File: config.mk
export PLATFORM = sky130hd
export DESIGN_NAME = bprz_word_rx
export DESIGN_NICKNAME = d
export VERILOG_FILES = /design/src/rtl/bprz_rx_pkg.sv /design/src/rtl/bprz_rx_insel.sv /design/src/rtl/bprz_rx_pulse.sv /design/src/rtl/bprz_rx_word.sv /design/src/rtl/bprz_word_rx.sv
export SDC_FILE = /design/constraint.sdc
export NUM_CORES = 1
export LEC_CHECK = 0
export BUFFER_PORTS_ARGS = -buffer_cell sky130_fd_sc_hd__buf_2
export CORE_MARGIN = 2
export CORE_UTILIZATION = 55
export DETAILED_ROUTE_END_ITERATION = 12
export PLACE_DENSITY = 0.75
export SETUP_SLACK_MARGIN = 0.4
export SKIP_CTS_REPAIR_TIMING = 1
export SLEW_MARGIN = 20
export SYNTH_ARGS = -nofsm -noshare
export SYNTH_HDL_FRONTEND = slang
export SYNTH_SLANG_ARGS = --single-unit
File: constraint.sdc
create_clock -name clk -period 4.7 [get_ports clk]
set_input_delay 1.41 -clock clk [delete_from_list [all_inputs] [get_ports clk]]
set_output_delay 1.41 -clock clk [all_outputs]
set_load 0.02 [all_outputs]
File: src/rtl/bprz_rx_pkg.sv
package bprz_rx_pkg;

   localparam int WORD_W = 32;

   // Events produced by the pulse classifier for the word assembler.
   typedef struct packed {
      logic bit_stb;   // a valid data pulse has ended
      logic bit_val;   // its value (1 = line A)
      logic coll_stb;  // a pulse had both lines high
      logic gap_stb;   // the inter-word null has reached its length
   } rx_evt_t;

endpackage

File: src/rtl/bprz_rx_insel.sv
module bprz_rx_insel #(
   parameter int SYNC_STAGES = 1
) (
   input  logic clk,
   input  logic rst_n,
   input  logic stest_n,
   input  logic line_a,
   input  logic line_b,
   input  logic loop_a,
   input  logic loop_b,
   output logic smp_a,
   output logic smp_b
);

   generate
      if (SYNC_STAGES < 1 || SYNC_STAGES > 4) begin : g_bad_sync
         $error("bprz_rx_insel: SYNC_STAGES must be 1 to 4");
      end
   endgenerate

   logic [1:0] sel_d;
   logic [SYNC_STAGES-1:0][1:0] stg;

   assign sel_d = stest_n ? {line_a, line_b} : {loop_a, loop_b};

   generate
      if (SYNC_STAGES == 1) begin : g_one
         always_ff @(posedge clk or negedge rst_n) begin
            if (!rst_n) stg <= '0;
            else        stg[0] <= sel_d;
         end
      end else begin : g_chain
         always_ff @(posedge clk or negedge rst_n) begin
            if (!rst_n) stg <= '0;
            else        stg <= {stg[SYNC_STAGES-2:0], sel_d};
         end
      end
   endgenerate

   assign smp_a = stg[SYNC_STAGES-1][1];
   assign smp_b = stg[SYNC_STAGES-1][0];

endmodule

File: src/rtl/bprz_rx_pulse.sv
module bprz_rx_pulse
   import bprz_rx_pkg::*;
#(
   parameter int MIN_HS = 3,
   parameter int MIN_LS = 24,
   parameter int GAP_HS = 30,
   parameter int GAP_LS = 240
) (
   input  logic    clk,
   input  logic    rst_n,
   input  logic    rate_lo,
   input  logic    smp_a,
   input  logic    smp_b,
   output rx_evt_t evt
);

   localparam int HCW = $clog2(MIN_LS + 1);
   localparam int NCW = $clog2(GAP_LS + 1);

   generate
      if (MIN_HS < 1 || MIN_LS < MIN_HS) begin : g_bad_min
         $error("bprz_rx_pulse: need 1 <= MIN_HS <= MIN_LS");
      end
      if (GAP_HS < 2 || GAP_LS < GAP_HS) begin : g_bad_gap
         $error("bprz_rx_pulse: need 2 <= GAP_HS <= GAP_LS");
      end
   endgenerate

   logic           act;
   logic           act_q;
   logic [HCW-1:0] hi_cnt;
   logic           seen_a;
   logic           coll_seen;
   logic [NCW-1:0] null_cnt;
   logic [HCW-1:0] min_sel;
   logic [NCW-1:0] gap_last;

   assign act      = smp_a | smp_b;
   assign min_sel  = rate_lo ? HCW'(MIN_LS) : HCW'(MIN_HS);
   assign gap_last = rate_lo ? NCW'(GAP_LS - 1) : NCW'(GAP_HS - 1);

   always_ff @(posedge clk or negedge rst_n) begin
      if (!rst_n) begin
         act_q     <= 1'b0;
         hi_cnt    <= '0;
         seen_a    <= 1'b0;
         coll_seen <= 1'b0;
         null_cnt  <= NCW'(GAP_LS);
         evt       <= '0;
      end else begin
         act_q <= act;
         evt   <= '0;
         // pulse width measurement, judged when the pulse ends
         if (act) begin
            if (hi_cnt != HCW'(MIN_LS)) hi_cnt <= hi_cnt + 1'b1;
            seen_a    <= seen_a | smp_a;
            coll_seen <= coll_seen | (smp_a & smp_b);
         end else if (act_q) begin
            if (coll_seen) begin
               evt.coll_stb <= 1'b1;
            end else if (hi_cnt >= min_sel) begin
               evt.bit_stb <= 1'b1;
               evt.bit_val <= seen_a;
            end
            hi_cnt    <= '0;
            seen_a    <= 1'b0;
            coll_seen <= 1'b0;
         end
         // null run length, saturating so the gap fires once per run
         if (act) begin
            null_cnt <= '0;
         end else if (null_cnt != NCW'(GAP_LS)) begin
            null_cnt <= null_cnt + 1'b1;
         end
         if (!act && null_cnt == gap_last) evt.gap_stb <= 1'b1;
      end
   end

   // a bit is reported only after a high sample followed by a low sample
   assert_bit_after_pulse_R2: assert property (@(posedge clk) disable iff (!rst_n)
      evt.bit_stb |-> ($past(!act) && $past(act, 2)));

   // a gap is reported only while the lines are idle
   assert_gap_on_null_R7: assert property (@(posedge clk) disable iff (!rst_n)
      evt.gap_stb |-> $past(!act));

endmodule

File: src/rtl/bprz_rx_word.sv
module bprz_rx_word
   import bprz_rx_pkg::*;
#(
   parameter int W         = WORD_W,
   parameter int SHORT_LEN = 25,
   parameter int SDI_POS   = 8
) (
   input  logic         clk,
   input  logic         rst_n,
   input  rx_evt_t      evt,
   input  logic         len_short,
   input  logic         par_en,
   input  logic         sdi_en,
   input  logic         sdi_x,
   input  logic         sdi_y,
   output logic [W-1:0] rx_word,
   output logic         rx_valid,
   output logic         rx_par_err
);

   localparam int CW = $clog2(W + 1);
   localparam int IW = $clog2(W);

   generate
      if (SHORT_LEN < 1 || SHORT_LEN >= W) begin : g_bad_len
         $error("bprz_rx_word: SHORT_LEN must be below W");
      end
      if (SDI_POS + 1 >= SHORT_LEN) begin : g_bad_sdi
         $error("bprz_rx_word: SDI bits must lie inside the short word");
      end
   endgenerate

   logic [W-1:0]  shreg;
   logic [CW-1:0] cnt;
   logic          par;
   logic          err;
   logic [CW-1:0] len;
   logic          sdi_ok;
   logic          deliver;

   assign len     = len_short ? CW'(SHORT_LEN) : CW'(W);
   assign sdi_ok  = !sdi_en || (shreg[SDI_POS] == sdi_x && shreg[SDI_POS+1] == sdi_y);
   assign deliver = (cnt == len) && !err && sdi_ok;

   always_ff @(posedge clk or negedge rst_n) begin
      if (!rst_n) begin
         shreg      <= '0;
         cnt        <= '0;
         par        <= 1'b0;
         err        <= 1'b0;
         rx_word    <= '0;
         rx_valid   <= 1'b0;
         rx_par_err <= 1'b0;
      end else begin
         rx_valid   <= 1'b0;
         rx_par_err <= 1'b0;
         if (evt.gap_stb) begin
            if (deliver) begin
               rx_valid   <= 1'b1;
               rx_word    <= shreg;
               rx_par_err <= par_en && !par;
            end
            shreg <= '0;
            cnt   <= '0;
            par   <= 1'b0;
            err   <= 1'b0;
         end else begin
            if (evt.coll_stb) err <= 1'b1;
            if (evt.bit_stb) begin
               if (cnt < len) begin
                  shreg[cnt[IW-1:0]] <= evt.bit_val;
                  cnt <= cnt + 1'b1;
                  par <= par ^ evt.bit_val;
               end else begin
                  err <= 1'b1;
               end
            end
         end
      end
   end

   assert_valid_one_cycle_R11: assert property (@(posedge clk) disable iff (!rst_n)
      rx_valid |=> !rx_valid);

   assert_perr_with_valid_R5: assert property (@(posedge clk) disable iff (!rst_n)
      !rx_valid |-> !rx_par_err);

   assert_perr_needs_enable_R5: assert property (@(posedge clk) disable iff (!rst_n)
      rx_par_err |-> $past(par_en));

   assert_short_word_upper_zero_R3: assert property (@(posedge clk) disable iff (!rst_n)
      rx_valid |-> (!$past(len_short) || rx_word[W-1:SHORT_LEN] == '0));

   assert_sdi_match_R6: assert property (@(posedge clk) disable iff (!rst_n)
      rx_valid |-> (!$past(sdi_en) ||
                    (rx_word[SDI_POS] == $past(sdi_x) && rx_word[SDI_POS+1] == $past(sdi_y))));

   assert_deliver_at_gap_R7: assert property (@(posedge clk) disable iff (!rst_n)
      rx_valid |-> $past(evt.gap_stb));

   assert_count_bound_R7: assert property (@(posedge clk) disable iff (!rst_n)
      cnt <= CW'(W));

endmodule

File: src/rtl/bprz_word_rx.sv
module bprz_word_rx
   import bprz_rx_pkg::*;
#(
   parameter int SYNC_STAGES = 1,
   parameter int MIN_HS      = 3,
   parameter int MIN_LS      = 24,
   parameter int GAP_HS      = 30,
   parameter int GAP_LS      = 240,
   parameter int SHORT_LEN   = 25,
   parameter int SDI_POS     = 8
) (
   input  logic              clk,
   input  logic              rst_n,
   input  logic              cfg_rate_lo,
   input  logic              cfg_len25,
   input  logic              cfg_par_en,
   input  logic              cfg_sdi_en,
   input  logic              cfg_sdi_x,
   input  logic              cfg_sdi_y,
   input  logic              cfg_stest_n,
   input  logic              line_a,
   input  logic              line_b,
   input  logic              loop_a,
   input  logic              loop_b,
   output logic [WORD_W-1:0] rx_word,
   output logic              rx_valid,
   output logic              rx_par_err
);

   logic    smp_a;
   logic    smp_b;
   rx_evt_t evt;

   bprz_rx_insel #(
      .SYNC_STAGES(SYNC_STAGES)
   ) u_insel (
      .clk     (clk),
      .rst_n   (rst_n),
      .stest_n (cfg_stest_n),
      .line_a  (line_a),
      .line_b  (line_b),
      .loop_a  (loop_a),
      .loop_b  (loop_b),
      .smp_a   (smp_a),
      .smp_b   (smp_b)
   );

   bprz_rx_pulse #(
      .MIN_HS (MIN_HS),
      .MIN_LS (MIN_LS),
      .GAP_HS (GAP_HS),
      .GAP_LS (GAP_LS)
   ) u_pulse (
      .clk     (clk),
      .rst_n   (rst_n),
      .rate_lo (cfg_rate_lo),
      .smp_a   (smp_a),
      .smp_b   (smp_b),
      .evt     (evt)
   );

   bprz_rx_word #(
      .W         (WORD_W),
      .SHORT_LEN (SHORT_LEN),
      .SDI_POS   (SDI_POS)
   ) u_word (
      .clk        (clk),
      .rst_n      (rst_n),
      .evt        (evt),
      .len_short  (cfg_len25),
      .par_en     (cfg_par_en),
      .sdi_en     (cfg_sdi_en),
      .sdi_x      (cfg_sdi_x),
      .sdi_y      (cfg_sdi_y),
      .rx_word    (rx_word),
      .rx_valid   (rx_valid),
      .rx_par_err (rx_par_err)
   );

endmodule

Yosys cells after proc, flatten, opt, wreduce, memory -nomap -nowiden
Index checks and enable logic that the tools add are counted.
{ "totals": {"ram_bits": 0, "out_inout_bits": 34, "mem_count": 0, "latchBits": 0, "mem_bits_ro": 0, "reg_bits": 96} }
{ "op_classes": {"div": 0, "addsub": 3, "shift": 0, "eq_ne": 7, "n_mux": 38, "multipliers": 0, "magnitude_cmp": 4, "reduce_logical": 18, "bitwise": 5} }
{ "ops": {"columns": ["op", "n"], "rows": [
  ["two-way mux 32 bit", 3],
  ["bitwise mux 32 bit", 1],
  ["two-way mux 6 bit", 4],
  ["two-way mux 8 bit", 3],
  ["two-way mux 5 bit", 4],
  ["two-way mux 1 bit", 17],
  ["adder 8 x 1 -> 8 bit (second input constant)", 1],
  ["equality test 8 bit", 1],
  ["!= test 8 bit (second input constant)", 1],
  ["nonzero test 2 bit", 4],
  ["adder 6 x 1 -> 6 bit (second input constant)", 1],
  ["equality test 6 bit", 1],
  ["logical AND 1 bit", 6],
  ["less-than comparator 5 x 6 -> 1 bit (second input constant)", 1],
  ["less-than comparator 6 bit", 1],
  ["two-way mux 2 bit", 3],
  ["two-way mux 3 bit", 2],
  ["AND reduction 2 bit", 3],
  ["adder 5 x 1 -> 5 bit (second input constant)", 1],
  ["demux 1 bit (select 5 bit)", 1],
  ["greater-or-equal comparator 5 x 1 -> 1 bit (second input constant)", 1],
  ["greater-or-equal comparator 5 bit", 1],
  ["!= test 5 bit (second input constant)", 1],
  ["zero test 1 bit", 4],
  ["6 further kinds", 9]
]} }

Logic depth before layout (Yosys ltp)
Gate-level depths: netlist of the first run.
{ "logic_depth": {"ltp_word": 8, "ltp_mapped": 7} }

Cells and area by module
Synthesis of the first run repeated with hierarchy kept, for this count alone.
{ "hier_totals": {"cells_unflattened": 401, "hier_area_um2": 4677.0} }
{ "modules_own_cells": {"columns": ["module", "n_inst", "area_per_inst_um2", "seq_area_each_um2", "cells_each"], "rows": [
  ["bprz_rx_word", 1, 3500.9, 1851.8, 291],
  ["bprz_rx_pulse", 1, 1103.6, 505.5, 106],
  ["bprz_rx_insel", 1, 72.6, 50.0, 4]
]} }

Worst setup path before layout of the first run
OpenSTA, ideal clock, no wires.
{ "synth_timing": {"kind": "input-to-reg", "startpoint": "in cfg_len25", "endpoint": "reg u_word.shreg[31]", "stages": 7, "setup_ns": 0.125, "required_time_ns": 4.575, "path_buffers": 1, "arrival_time_ns": 3.063, "path_slack_ns": 1.512, "cell_sequence": "inv_1 ha_1 or4b_4 a211oi_4 buf_6 nand4_4 mux2i_1"} }
{ "synth_between": {"elab_chain_len": 4} }
{ "synth_rtl": {"columns": ["item", "line_no", "rtl"], "rows": [
  ["start, declared", "bprz_word_rx.sv:15", "input logic cfg_len25,"],
  ["two-way mux 6 bit", "bprz_rx_word.sv:41", "assign len = len_short ? CW'(SHORT_LEN) : CW'(W);"],
  ["less-than comparator 6 bit", "bprz_rx_word.sv:70", "if (cnt < len) begin"],
  ["nonzero test 2 bit (no line)", null, null],
  ["AND reduction 2 bit (no line)", null, null],
  ["end signal, assigned by index", "bprz_rx_word.sv:71", "shreg[cnt[IW-1:0]] <= evt.bit_val;"],
  ["end, declared", "bprz_rx_word.sv:33", "logic [W-1:0] shreg;"]
]} }
Every way passes these cells.
A chain may end at the register's enable or synchronous reset.

Worst setup path in the final report of the first run
{ "layout_timing": {"startpoint": "in cfg_len25", "endpoint": "reg u_word.shreg[3]"} }
Same word-level chain as after synthesis.

==> flow_metrics.env, run 1 <==
export IMPL_run_status="completed"
export IMPL_port_buffer_count=46
export IMPL_worstSkewPairLatency_ns=0.37
export IMPL_timing_critical_path_fanout_max=16
export IMPL_post_place_ws_ns=1.08
export IMPL_power_density_cell_area_nw_per_um2=353
export IMPL_filler_cell_count=662
export IMPL_maximum_number_of_pins_on_one_net_before_global_route_repair=82
export IMPL_fin_crit_ns=3.25
export IMPL_gp_routability_congestion=0.831
export IMPL_tritoncts_num_buffers=9
export IMPL_cap_violations=0
export IMPL_antenna_found_initial=0
export IMPL_timing_final_ws_setup_ns=1.45
export IMPL_synth_cell_types=44
export IMPL_placementRows=33
export IMPL_yosys_register_bits=96
export IMPL_die_width_um=95.8
export IMPL_clock_sinks=96
export IMPL_endpoint_kind="flop"
export IMPL_critical_path_top_delay_family="compound AO/OA/AOI/OAI gates"
export IMPL_number_of_drc_markers_after_the_initial_detailed_route_iteration=124
export IMPL_setup_viol_count_final=0
export IMPL_htree_num_levels=3
export IMPL_die_h_um=95.8
export IMPL_design_area_um2=5100
export IMPL_vdd_drop_max_v=0.000213
export IMPL_finalWirelength_um=8550
export IMPL_routed_via_density=5.68
export IMPL_grt_pass1_vias=2969
export IMPL_grt_overflow_total=0
export IMPL_synth_top_cell_area_share=0.497
export IMPL_area_delta_synth_final_pct=10.2
export IMPL_cts_path_max_buffers=2
export IMPL_post_synth_cell_area_avg_um2=11.7
export IMPL_fmaxAchievable_mhz=307
export IMPL_hold_viol_final=0
export IMPL_layout_commonest_cell="dfrtp_1"
export IMPL_cp_buffers_inverters=2
export IMPL_grt_first_pass_wirelength_um=14200
export IMPL_worst_endpoint_required_ns=4.94
export IMPL_die_area_um2=9170
export IMPL_synth_edf_count=0
export IMPL_timing_hold_worst_class="reg2reg"
export IMPL_synthesis_yosys_warnings=0
export IMPL_drtPass1Iterations=4
export IMPL_final_hold_worst_slack_ns=0.478
export IMPL_worst_endpoint_arrival_ns=3.49
export IMPL_nets=463
export IMPL_clock_pin_slew_of_the_registers_on_the_worst_case_setup_and_hold_paths_ns=0.10
export IMPL_cts_root_buf="clkbuf_8"
export IMPL_max_stage_delay_ns=0.73
export IMPL_io_pins=47
export IMPL_postSynthCellCount=397
export IMPL_start_kind="input port"
export IMPL_drc=0
export IMPL_timing_worst_slew_pin_value_ns=0.996
export IMPL_setup_repair_after_global_routing_missed_its_margin="no"
export IMPL_timing_slew_headroom=0.336
export IMPL_post_route_clock_period_utilization=0.693
export IMPL_synthDominantAreaCellType="dfrtp_1"
export IMPL_yosys_top_cells_area="dfrtp_1 50%, mux2_2 8.3%, a21bo_2 6.1%, ha_1 4.3%, nand3_1 4.0%"
export IMPL_design_core_area_um2=8180
export IMPL_post_route_cells_drive_above_1_share=0.319
export IMPL_commonest_register_cell_after_synthesis="dfrtp_1"
export IMPL_p_leak_nw=2.53
export IMPL_detailed_place_area_um2=4890
export IMPL_place_detailed_hpwl_um=5620
export IMPL_syn_area_um2=4630
export IMPL_track_usage=0.201
export IMPL_tritoncts="yes"
export IMPL_clock_skew_final_ns=0.0179
export IMPL_layout_common_cells="92 x dfrtp_1, 45 x buf_2, 37 x nand3_1"
export IMPL_worstSetupPathType="in2reg"
export IMPL_initial_core_util=0.566
export IMPL_net_count_after_synthesis=426
export IMPL_routedWlPerCell_um=15.7
export IMPL_cell_by_cell_listing_of_the_critical_path="buf_2 -> inv_1 -> ha_1 -> or4b_4 -> a211oi_4 -> a21bo_2 -> a21oi_1"
export IMPL_ant_nets=0
export IMPL_tns_ns=0
export IMPL_antenna_diode_count=0
export IMPL_synth_async_sr_flop_share=1.00
export IMPL_drv_slew=0
export IMPL_timing_critical_path_slowest_stage_cell="a211oi_4"
export IMPL_synth_seq_area_share=0.520
export IMPL_vias=3091
## path summary, 6_finish.rpt
check	from	endpoint	depth (start not counted)	slack, ns
setup reg to reg	u_word.cnt[3]	u_word.shreg[3]	5	1.95
min in group asynchronous	rst_n	u_word.rx_word[8]	1	1.07
max in group asynchronous	rst_n	u_pulse.null_cnt[6]	2	2.82
hold reg to reg	u_pulse.seen_a	u_pulse.seen_a	1	0.48
hold / removal	u_pulse.seen_a	u_pulse.seen_a	1	0.48
setup / recovery	cfg_len25	u_word.shreg[3]	7	1.45
## layer usage
layer / global-route usage / up-vias / wire [um]
met5: 0 / - / 0
met4: 0.0810 / 0 / 126
met3: 0.0352 / 11 / 266
met2: 0.323 / 50 / 4160
met1: 0.273 / 1540 / 4000
li1: - / 1490 / -
## worst register-to-register path: stages (launching register included)
cell      delay (ns)
dfrtp_1         0.60
ha_1            0.36
or4b_4          0.63
a211oi_4        0.73
a21bo_2         0.24
a21oi_1         0.06
## cells in the mapped netlist (2+ instances only)
| cell | number |
|---|---|
| a21bo_2 | 28 |
| a211oi_4 | 4 |
| buf_2 | 3 |
| a21oi_1 | 35 |
| and3b_1 | 2 |
| nand2b_1 | 8 |
| xor2_1 | 8 |
| nor3_1 | 2 |
| mux2i_1 | 8 |
| o211ai_1 | 2 |
| nor2_1 | 19 |
| or3_1 | 2 |
| nand2_1 | 12 |
| o21ai_0 | 7 |
| buf_6 | 5 |
| inv_1 | 12 |
| dfstp_2 | 4 |
| nor3b_1 | 5 |
| xnor2_1 | 4 |
| and3_1 | 4 |
| nand4b_1 | 3 |
| clkbuf_1 | 15 |
| dfrtp_1 | 92 |
| mux2_2 | 34 |
| nand4_1 | 8 |
| nand3_1 | 37 |
| ha_1 | 16 |
| a211oi_1 | 2 |
## cell type report
| type | instances | area (um^2) | share of cell area |
|---|---|---|---|
| Sequential cell | 96 | 2410 | 0.472 |
| Multi-Input combinational cell | 266 | 2050 | 0.402 |
| Timing Repair Buffer | 49 | 259 | 0.0508 |
| Tap cell | 105 | 131 | 0.0258 |
| Clock buffer | 9 | 124 | 0.0243 |
| Clock inverter | 7 | 83.8 | 0.0164 |
| Inverter | 12 | 45.0 | 0.00883 |
## per-stage QoR
stage,utilization,cells,power (mW)
floorplan,-,397,1.17
global placement,0.598,528,1.23
detailed placement,0.598,528,1.25
CTS,0.624,544,1.81
global route,0.624,544,1.90
finish,0.624,544,1.80
## report_power, final
part           leakage (nW)  switching, mW  internal [mW]
Clock                 0.103          0.315          0.256
Combinational          1.15          0.158          0.106
Sequential             1.27         0.0951          0.870
Total                  2.53          0.567           1.23
## cell families after synthesis
family                   Yosys count  synth area share
AND/OR/NAND/NOR                  110             0.133
flip-flops                        96             0.520
AO/OA/AOI/OAI                     86             0.144
multiplexers                      42             0.100
buffers and inverters             35            0.0373
adder cells (fa/ha/maj)           16            0.0432
XOR/XNOR                          12            0.0227
## registers in the layout, indices dropped and copies added (netlist names)
| signal | flops |
|---|---|
| u_pulse.seen_a | 1 |
| u_pulse.hi_cnt | 5 |
| u_word.rx_valid | 1 |
| u_word.rx_word | 32 |
| u_word.shreg | 32 |
| u_word.rx_par_err | 1 |
| u_pulse.act_q | 1 |
| u_pulse.coll_seen | 1 |
| u_insel.stg | 2 |
| u_word.err | 1 |
| u_pulse.evt | 4 |
| u_word.cnt | 6 |
| u_word.par | 1 |
| u_pulse.null_cnt | 8 |
Note: power is estimated with default switching activity, not from simulation.
==> run 2, diff against run 1 <==
==> constraint.sdc (replaced) <==
create_clock -name clk -period 3.15 [get_ports clk]
set_input_delay 0.945 -clock clk [delete_from_list [all_inputs] [get_ports clk]]
set_output_delay 0.945 -clock clk [all_outputs]
set_load 0.02 [all_outputs]
==> flow_metrics.env, run 2 (synthesis gave the netlist of run 1 again) <==
export IMPL_cap_violations=0
export IMPL_final_hold_worst_slack_ns=0.487
export IMPL_cts_path_max_buffers=2
export IMPL_post_place_ws_ns=0.230
export IMPL_antenna_diode_count=0
export IMPL_gp_routability_congestion=0.881
export IMPL_endpoint_kind="flop"
export IMPL_timing_final_ws_setup_ns=0.594
export IMPL_clock_skew_final_ns=0.0163
export IMPL_fmaxAchievable_mhz=391
export IMPL_area_delta_synth_final_pct=12.9
export IMPL_worstSetupPathType="in2reg"
export IMPL_timing_hold_worst_class="reg2reg"
export IMPL_ant_nets=0
export IMPL_largest_registers="u_word.rx_word: 32 flops, u_word.shreg: 32 flops, u_pulse.null_cnt: 8 flops"
export IMPL_finish_cell_count_without_fillers=555
export IMPL_tritoncts_num_buffers=9
export IMPL_layout_common_cells="92 x dfrtp_1, 45 x buf_2, 37 x nand3_1"
export IMPL_rrSetupSlack_ns=0.88
export IMPL_grt_pass1_vias=3007
export IMPL_track_usage=0.201
export IMPL_vdd_drop_max_v=0.000364
export IMPL_die_area_um2=9170
export IMPL_fin_crit_ns=2.56
export IMPL_port_buffer_count=46
export IMPL_worstSkewPairLatency_ns=0.36
export IMPL_setup_worst_path_start="cfg_len25"
export IMPL_power_density_cell_area_nw_per_um2=536
export IMPL_initial_core_util=0.566
export IMPL_layout_commonest_cell="dfrtp_1"
export IMPL_place_detailed_hpwl_um=5760
export IMPL_design_area_um2=5230
export IMPL_post_route_clock_period_utilization=0.811
export IMPL_gr_usage_met2=0.323
export IMPL_timing_critical_path_fanout_max=15
export IMPL_antenna_found_initial=0
export IMPL_run_status="completed"
export IMPL_io_pins=47
export IMPL_clock_sinks=96
export IMPL_clock_pin_slew_of_the_registers_on_the_worst_case_setup_and_hold_paths_ns=0.09
export IMPL_design_core_area_um2=8180
export IMPL_vias=3163
export IMPL_maximum_number_of_pins_on_one_net_before_global_route_repair=64
export IMPL_worst_endpoint_arrival_ns=2.79
export IMPL_drv_slew=0
export IMPL_die_width_um=95.8
export IMPL_p_total_mw=2.80
export IMPL_placementRows=33
export IMPL_routed_via_density=5.70
export IMPL_post_route_cells_drive_above_1_share=0.336
export IMPL_number_of_drc_markers_after_the_initial_detailed_route_iteration=155
export IMPL_htree_num_levels=3
export IMPL_p_leak_nw=2.61
export IMPL_drtPass1Iterations=4
export IMPL_timing_slew_headroom=0.366
export IMPL_nets=474
export IMPL_routedWlPerCell_um=15.3
export IMPL_crit_reg2reg_launch="u_word.cnt[2]"
export IMPL_top_usage_layer="met2"
export IMPL_dpl_cell_count=539
export IMPL_timing_worst_slew_pin_value_ns=0.948
export IMPL_use_met1=0.280
export IMPL_hold_viol_final=0
export IMPL_finalWirelength_um=8520
export IMPL_grt_overflow_total=0
export IMPL_start_kind="input port"
export IMPL_setup_repair_after_global_routing_missed_its_margin="no"
export IMPL_cts_root_buf="clkbuf_8"
export IMPL_drc=0
export IMPL_layout_core_utilization=0.639
export IMPL_hold_start="u_pulse.evt[1]"
export IMPL_worst_endpoint_required_ns=3.39
export IMPL_tns_ns=0
export IMPL_use_met3=0.0337
export IMPL_grt_first_pass_wirelength_um=14400
export IMPL_setup_viol_count_final=0
export IMPL_detailed_place_area_um2=4980
export IMPL_die_h_um=95.8
export IMPL_tritoncts="yes"
run 2: cell types whose count changed in the layout (fill, tap and decap cells not counted), sizes merged:
cell      previous run  this run
bufinv               1         3
clkinv               1         2
buf                 49        60
inv                 16        14
clkinvlp             1         0
run 2: path summary, 6_finish.rpt:
path / endpoint / depth (start not counted)
setup / recovery: u_word.shreg[30] / 8
hold / removal: u_word.err / 2
setup reg to reg: u_word.shreg[30] / 5
hold reg to reg: u_word.err / 2
max in group asynchronous: u_word.shreg[31] / 2
min in group asynchronous: u_word.rx_word[8] / 1
run 2: per-layer routing:
| layer | vias to the layer above | part of all wire |
|---|---|---|
| met5 | - | 0 |
| met4 | 0 | 0.0059 |
| met3 | 4 | 0.038 |
| met2 | 52 | 0.51 |
| met1 | 1593 | 0.45 |
| li1 | 1514 | - |
run 2: critical path, stage by stage:
cell and delay [ns]:
buf_2 0.10, inv_1 0.06, ha_1 0.24, or4b_4 0.64, a211oi_4 0.25, buf_4 0.25, nand4_1 0.13, mux2i_1 0.17
run 2: where the power goes:
group          total [mW]  internal, mW  switching, mW
sequential           1.42          1.30          0.117
clock               0.957         0.531          0.427
combinational       0.429         0.168          0.261
total                2.80          2.00          0.805
run 2: cell type report:
| type | instances | area (um^2) |
|---|---|---|
| clock buffers | 9 | 124 |
| clock inverters | 7 | 118 |
| fillers | 644 | 2950 |
| inverters | 12 | 45.0 |
| multi-input cells | 266 | 2050 |
| flip-flops and latches | 96 | 2410 |
| well taps | 105 | 131 |
| repair buffers | 60 | 350 |
==> run 3, diff against run 2 <==
--- a/config.mk
+++ b/config.mk
@@ -7,9 +7,9 @@
 export LEC_CHECK = 0
 export BUFFER_PORTS_ARGS = -buffer_cell sky130_fd_sc_hd__buf_2
 export CORE_MARGIN = 2
-export CORE_UTILIZATION = 55
+export CORE_UTILIZATION = 53
 export DETAILED_ROUTE_END_ITERATION = 12
-export PLACE_DENSITY = 0.75
+export PLACE_DENSITY = 0.76
 export SETUP_SLACK_MARGIN = 0.4
 export SKIP_CTS_REPAIR_TIMING = 1
 export SLEW_MARGIN = 20
==> constraint.sdc (replaced) <==
create_clock -name clk -period 2.1 [get_ports clk]
set_input_delay 0.63 -clock clk [delete_from_list [all_inputs] [get_ports clk]]
set_output_delay 0.63 -clock clk [all_outputs]
set_load 0.02 [all_outputs]
==> flow_metrics.env, run 3 (synthesis gave the netlist of run 1 again) <==
export IMPL_run_status="completed"
export IMPL_number_of_drc_markers_after_the_initial_detailed_route_iteration=132
export IMPL_maximum_number_of_pins_on_one_net_before_global_route_repair=47
export IMPL_worstSetupPathType="in2reg"
export IMPL_fmaxAchievable_mhz=494
export IMPL_ant_nets=0
export IMPL_cts_path_max_buffers=2
export IMPL_finalWirelength_um=9270
export IMPL_max_stage_delay_ns=0.32
export IMPL_setup_viol_count_final=0
export IMPL_rrSetupSlack_ns=0.11
export IMPL_design_core_area_um2=8590
export IMPL_vdd_drop_max_v=0.000442
export IMPL_clock_sinks=96
export IMPL_post_route_cells_drive_above_1_share=0.394
export IMPL_grt_first_pass_wirelength_um=15600
export IMPL_grt_overflow_total=0
export IMPL_routed_via_density=5.61
export IMPL_timing_hold_worst_class="in2async"
export IMPL_port_buffer_count=46
export IMPL_p_total_mw=4.18
export IMPL_layout_commonest_cell="dfrtp_1"
export IMPL_cell_by_cell_listing_of_the_critical_path="buf_4 -> buf_4 -> ha_4 -> nand2_2 -> nor4_4 -> nand2_4 -> clkbuf_16 -> mux2_2"
export IMPL_tritoncts_num_buffers=9
export IMPL_worst_endpoint_arrival_ns=2.27
export IMPL_worstSkewPairLatency_ns=0.36
export IMPL_crit_reg2reg_launch="u_word.cnt[3]"
export IMPL_power_density_cell_area_nw_per_um2=753
export IMPL_placementRows=34
export IMPL_fin_crit_ns=2.02
export IMPL_largest_registers="u_word.rx_word: 32 flops, u_word.shreg: 32 flops, u_pulse.null_cnt: 8 flops"
export IMPL_antenna_found_initial=0
export IMPL_htree_num_levels=3
export IMPL_nets=496
export IMPL_hold_viol_final=0
export IMPL_timing_final_ws_setup_ns=0.0760
export IMPL_die_h_um=97.5
export IMPL_antenna_diode_count=0
export IMPL_io_pins=47
export IMPL_p_leak_nw=2.75
export IMPL_place_detailed_hpwl_um=6190
export IMPL_clock_skew_final_ns=0.00983
export IMPL_area_delta_synth_final_pct=19.9
export IMPL_timing_slew_headroom=0.637
export IMPL_grt_pass1_vias=3212
export IMPL_drtPass1Iterations=4
export IMPL_drc=0
export IMPL_gp_routability_congestion=0.855
export IMPL_cap_violations=0
export IMPL_timing_critical_path_to="u_word.rx_word[29]"
export IMPL_r2r_cells=6
export IMPL_setup_repair_after_global_routing_missed_its_margin="yes"
export IMPL_post_place_ws_ns=-0.420
export IMPL_initial_core_util=0.539
export IMPL_start_kind="input port"
export IMPL_clock_pin_slew_of_the_registers_on_the_worst_case_setup_and_hold_paths_ns=0.09
export IMPL_endpoint_kind="flop"
export IMPL_setup_worst_path_start="cfg_len25"
export IMPL_die_area_um2=9500
export IMPL_tritoncts="yes"
export IMPL_die_width_um=97.5
export IMPL_timing_worst_slew_pin_value_ns=0.538
export IMPL_timing_critical_path_slowest_stage_cell="nor4_4"
export IMPL_filler_cell_count=696
export IMPL_timing_critical_path_fanout_max=6
export IMPL_reg2reg_to="u_word.shreg[28]"
export IMPL_track_usage=0.203
export IMPL_drv_slew=0
export IMPL_post_route_clock_period_utilization=0.964
export IMPL_layout_core_utilization=0.646
export IMPL_vias=3251
export IMPL_timing_critical_path_mode_cell="buf_4"
export IMPL_cts_root_buf="clkbuf_8"
export IMPL_routedWlPerCell_um=16.0
export IMPL_worst_endpoint_required_ns=2.35
export IMPL_layout_common_cells="92 x dfrtp_1, 44 x buf_2, 37 x nand3_1"
run 3: cell types whose count changed in the layout (fill, tap and decap cells not counted), moves of 2 or more:
cell | previous run | this run
a21oi_2 | 0 | 2
inv_6 | 2 | 0
buf_4 | 14 | 26
ha_1 | 16 | 13
inv_1 | 12 | 9
inv_2 | 0 | 2
a21oi_1 | 35 | 33
buf_6 | 0 | 6
clkbuf_16 | 0 | 2
bufinv_16 | 3 | 1
buf_12 | 1 | 3
nand2_1 | 12 | 10
ha_4 | 0 | 3
run 3: power by group:
part / leakage [nW] / switching, mW / internal, mW / total, mW
logic: 1.39 / 0.550 / 0.385 / 0.935
registers: 1.27 / 0.0980 / 1.95 / 2.05
clock network: 0.0993 / 0.621 / 0.582 / 1.20
run 3: stage by stage:
stage / cells / hold WS (ns) / TNS (ns) / cell area (um^2)
finish: 580 / 0.181 / 0 / 5550
global route: 580 / 0.188 / 0 / 5550
CTS: 575 / 0.189 / -0.343 / 5410
detailed placement: 559 / 0.472 / -23.86 / 5210
global placement: 559 / 0.458 / -21.06 / 5210
floorplan: 397 / 0.334 / -2.27 / 4730
run 3: critical path: cells and delay by family:
family	cells	cell delay, ns
muxes	1	0.27
adders and majority gates	1	0.28
buffers and inverters	3	0.52
and+or+nand+nor	3	0.55
run 3: layer usage:
metal / track usage / share of wire
met4: 0.0641 / 0.0082
met1: 0.267 / 0.44
met2: 0.338 / 0.51
met5: 0 / 0
met3: 0.0446 / 0.048
run 3: final cells by class:
type	instances	area (um^2)	area share
Timing Repair Buffer	82	608	0.109
Sequential cell	96	2410	0.433
Clock buffer	11	141	0.0255
Tap cell	108	135	0.0243
Inverter	12	57.6	0.0104
Clock inverter	5	56.3	0.0101
Multi-Input combinational cell	266	2150	0.387
run 3: how the worst min path moves through the flow:
stage	to	slack, ns	cells after the start
finish	u_word.rx_word[5]	0.18	1
global route	u_word.rx_word[5]	0.19	1
CTS	u_word.rx_word[25]	0.19	1
detailed placement	u_pulse.seen_a	0.47	1
global placement	u_pulse.seen_a	0.46	1
floorplan	u_insel.stg[0]	0.33	0
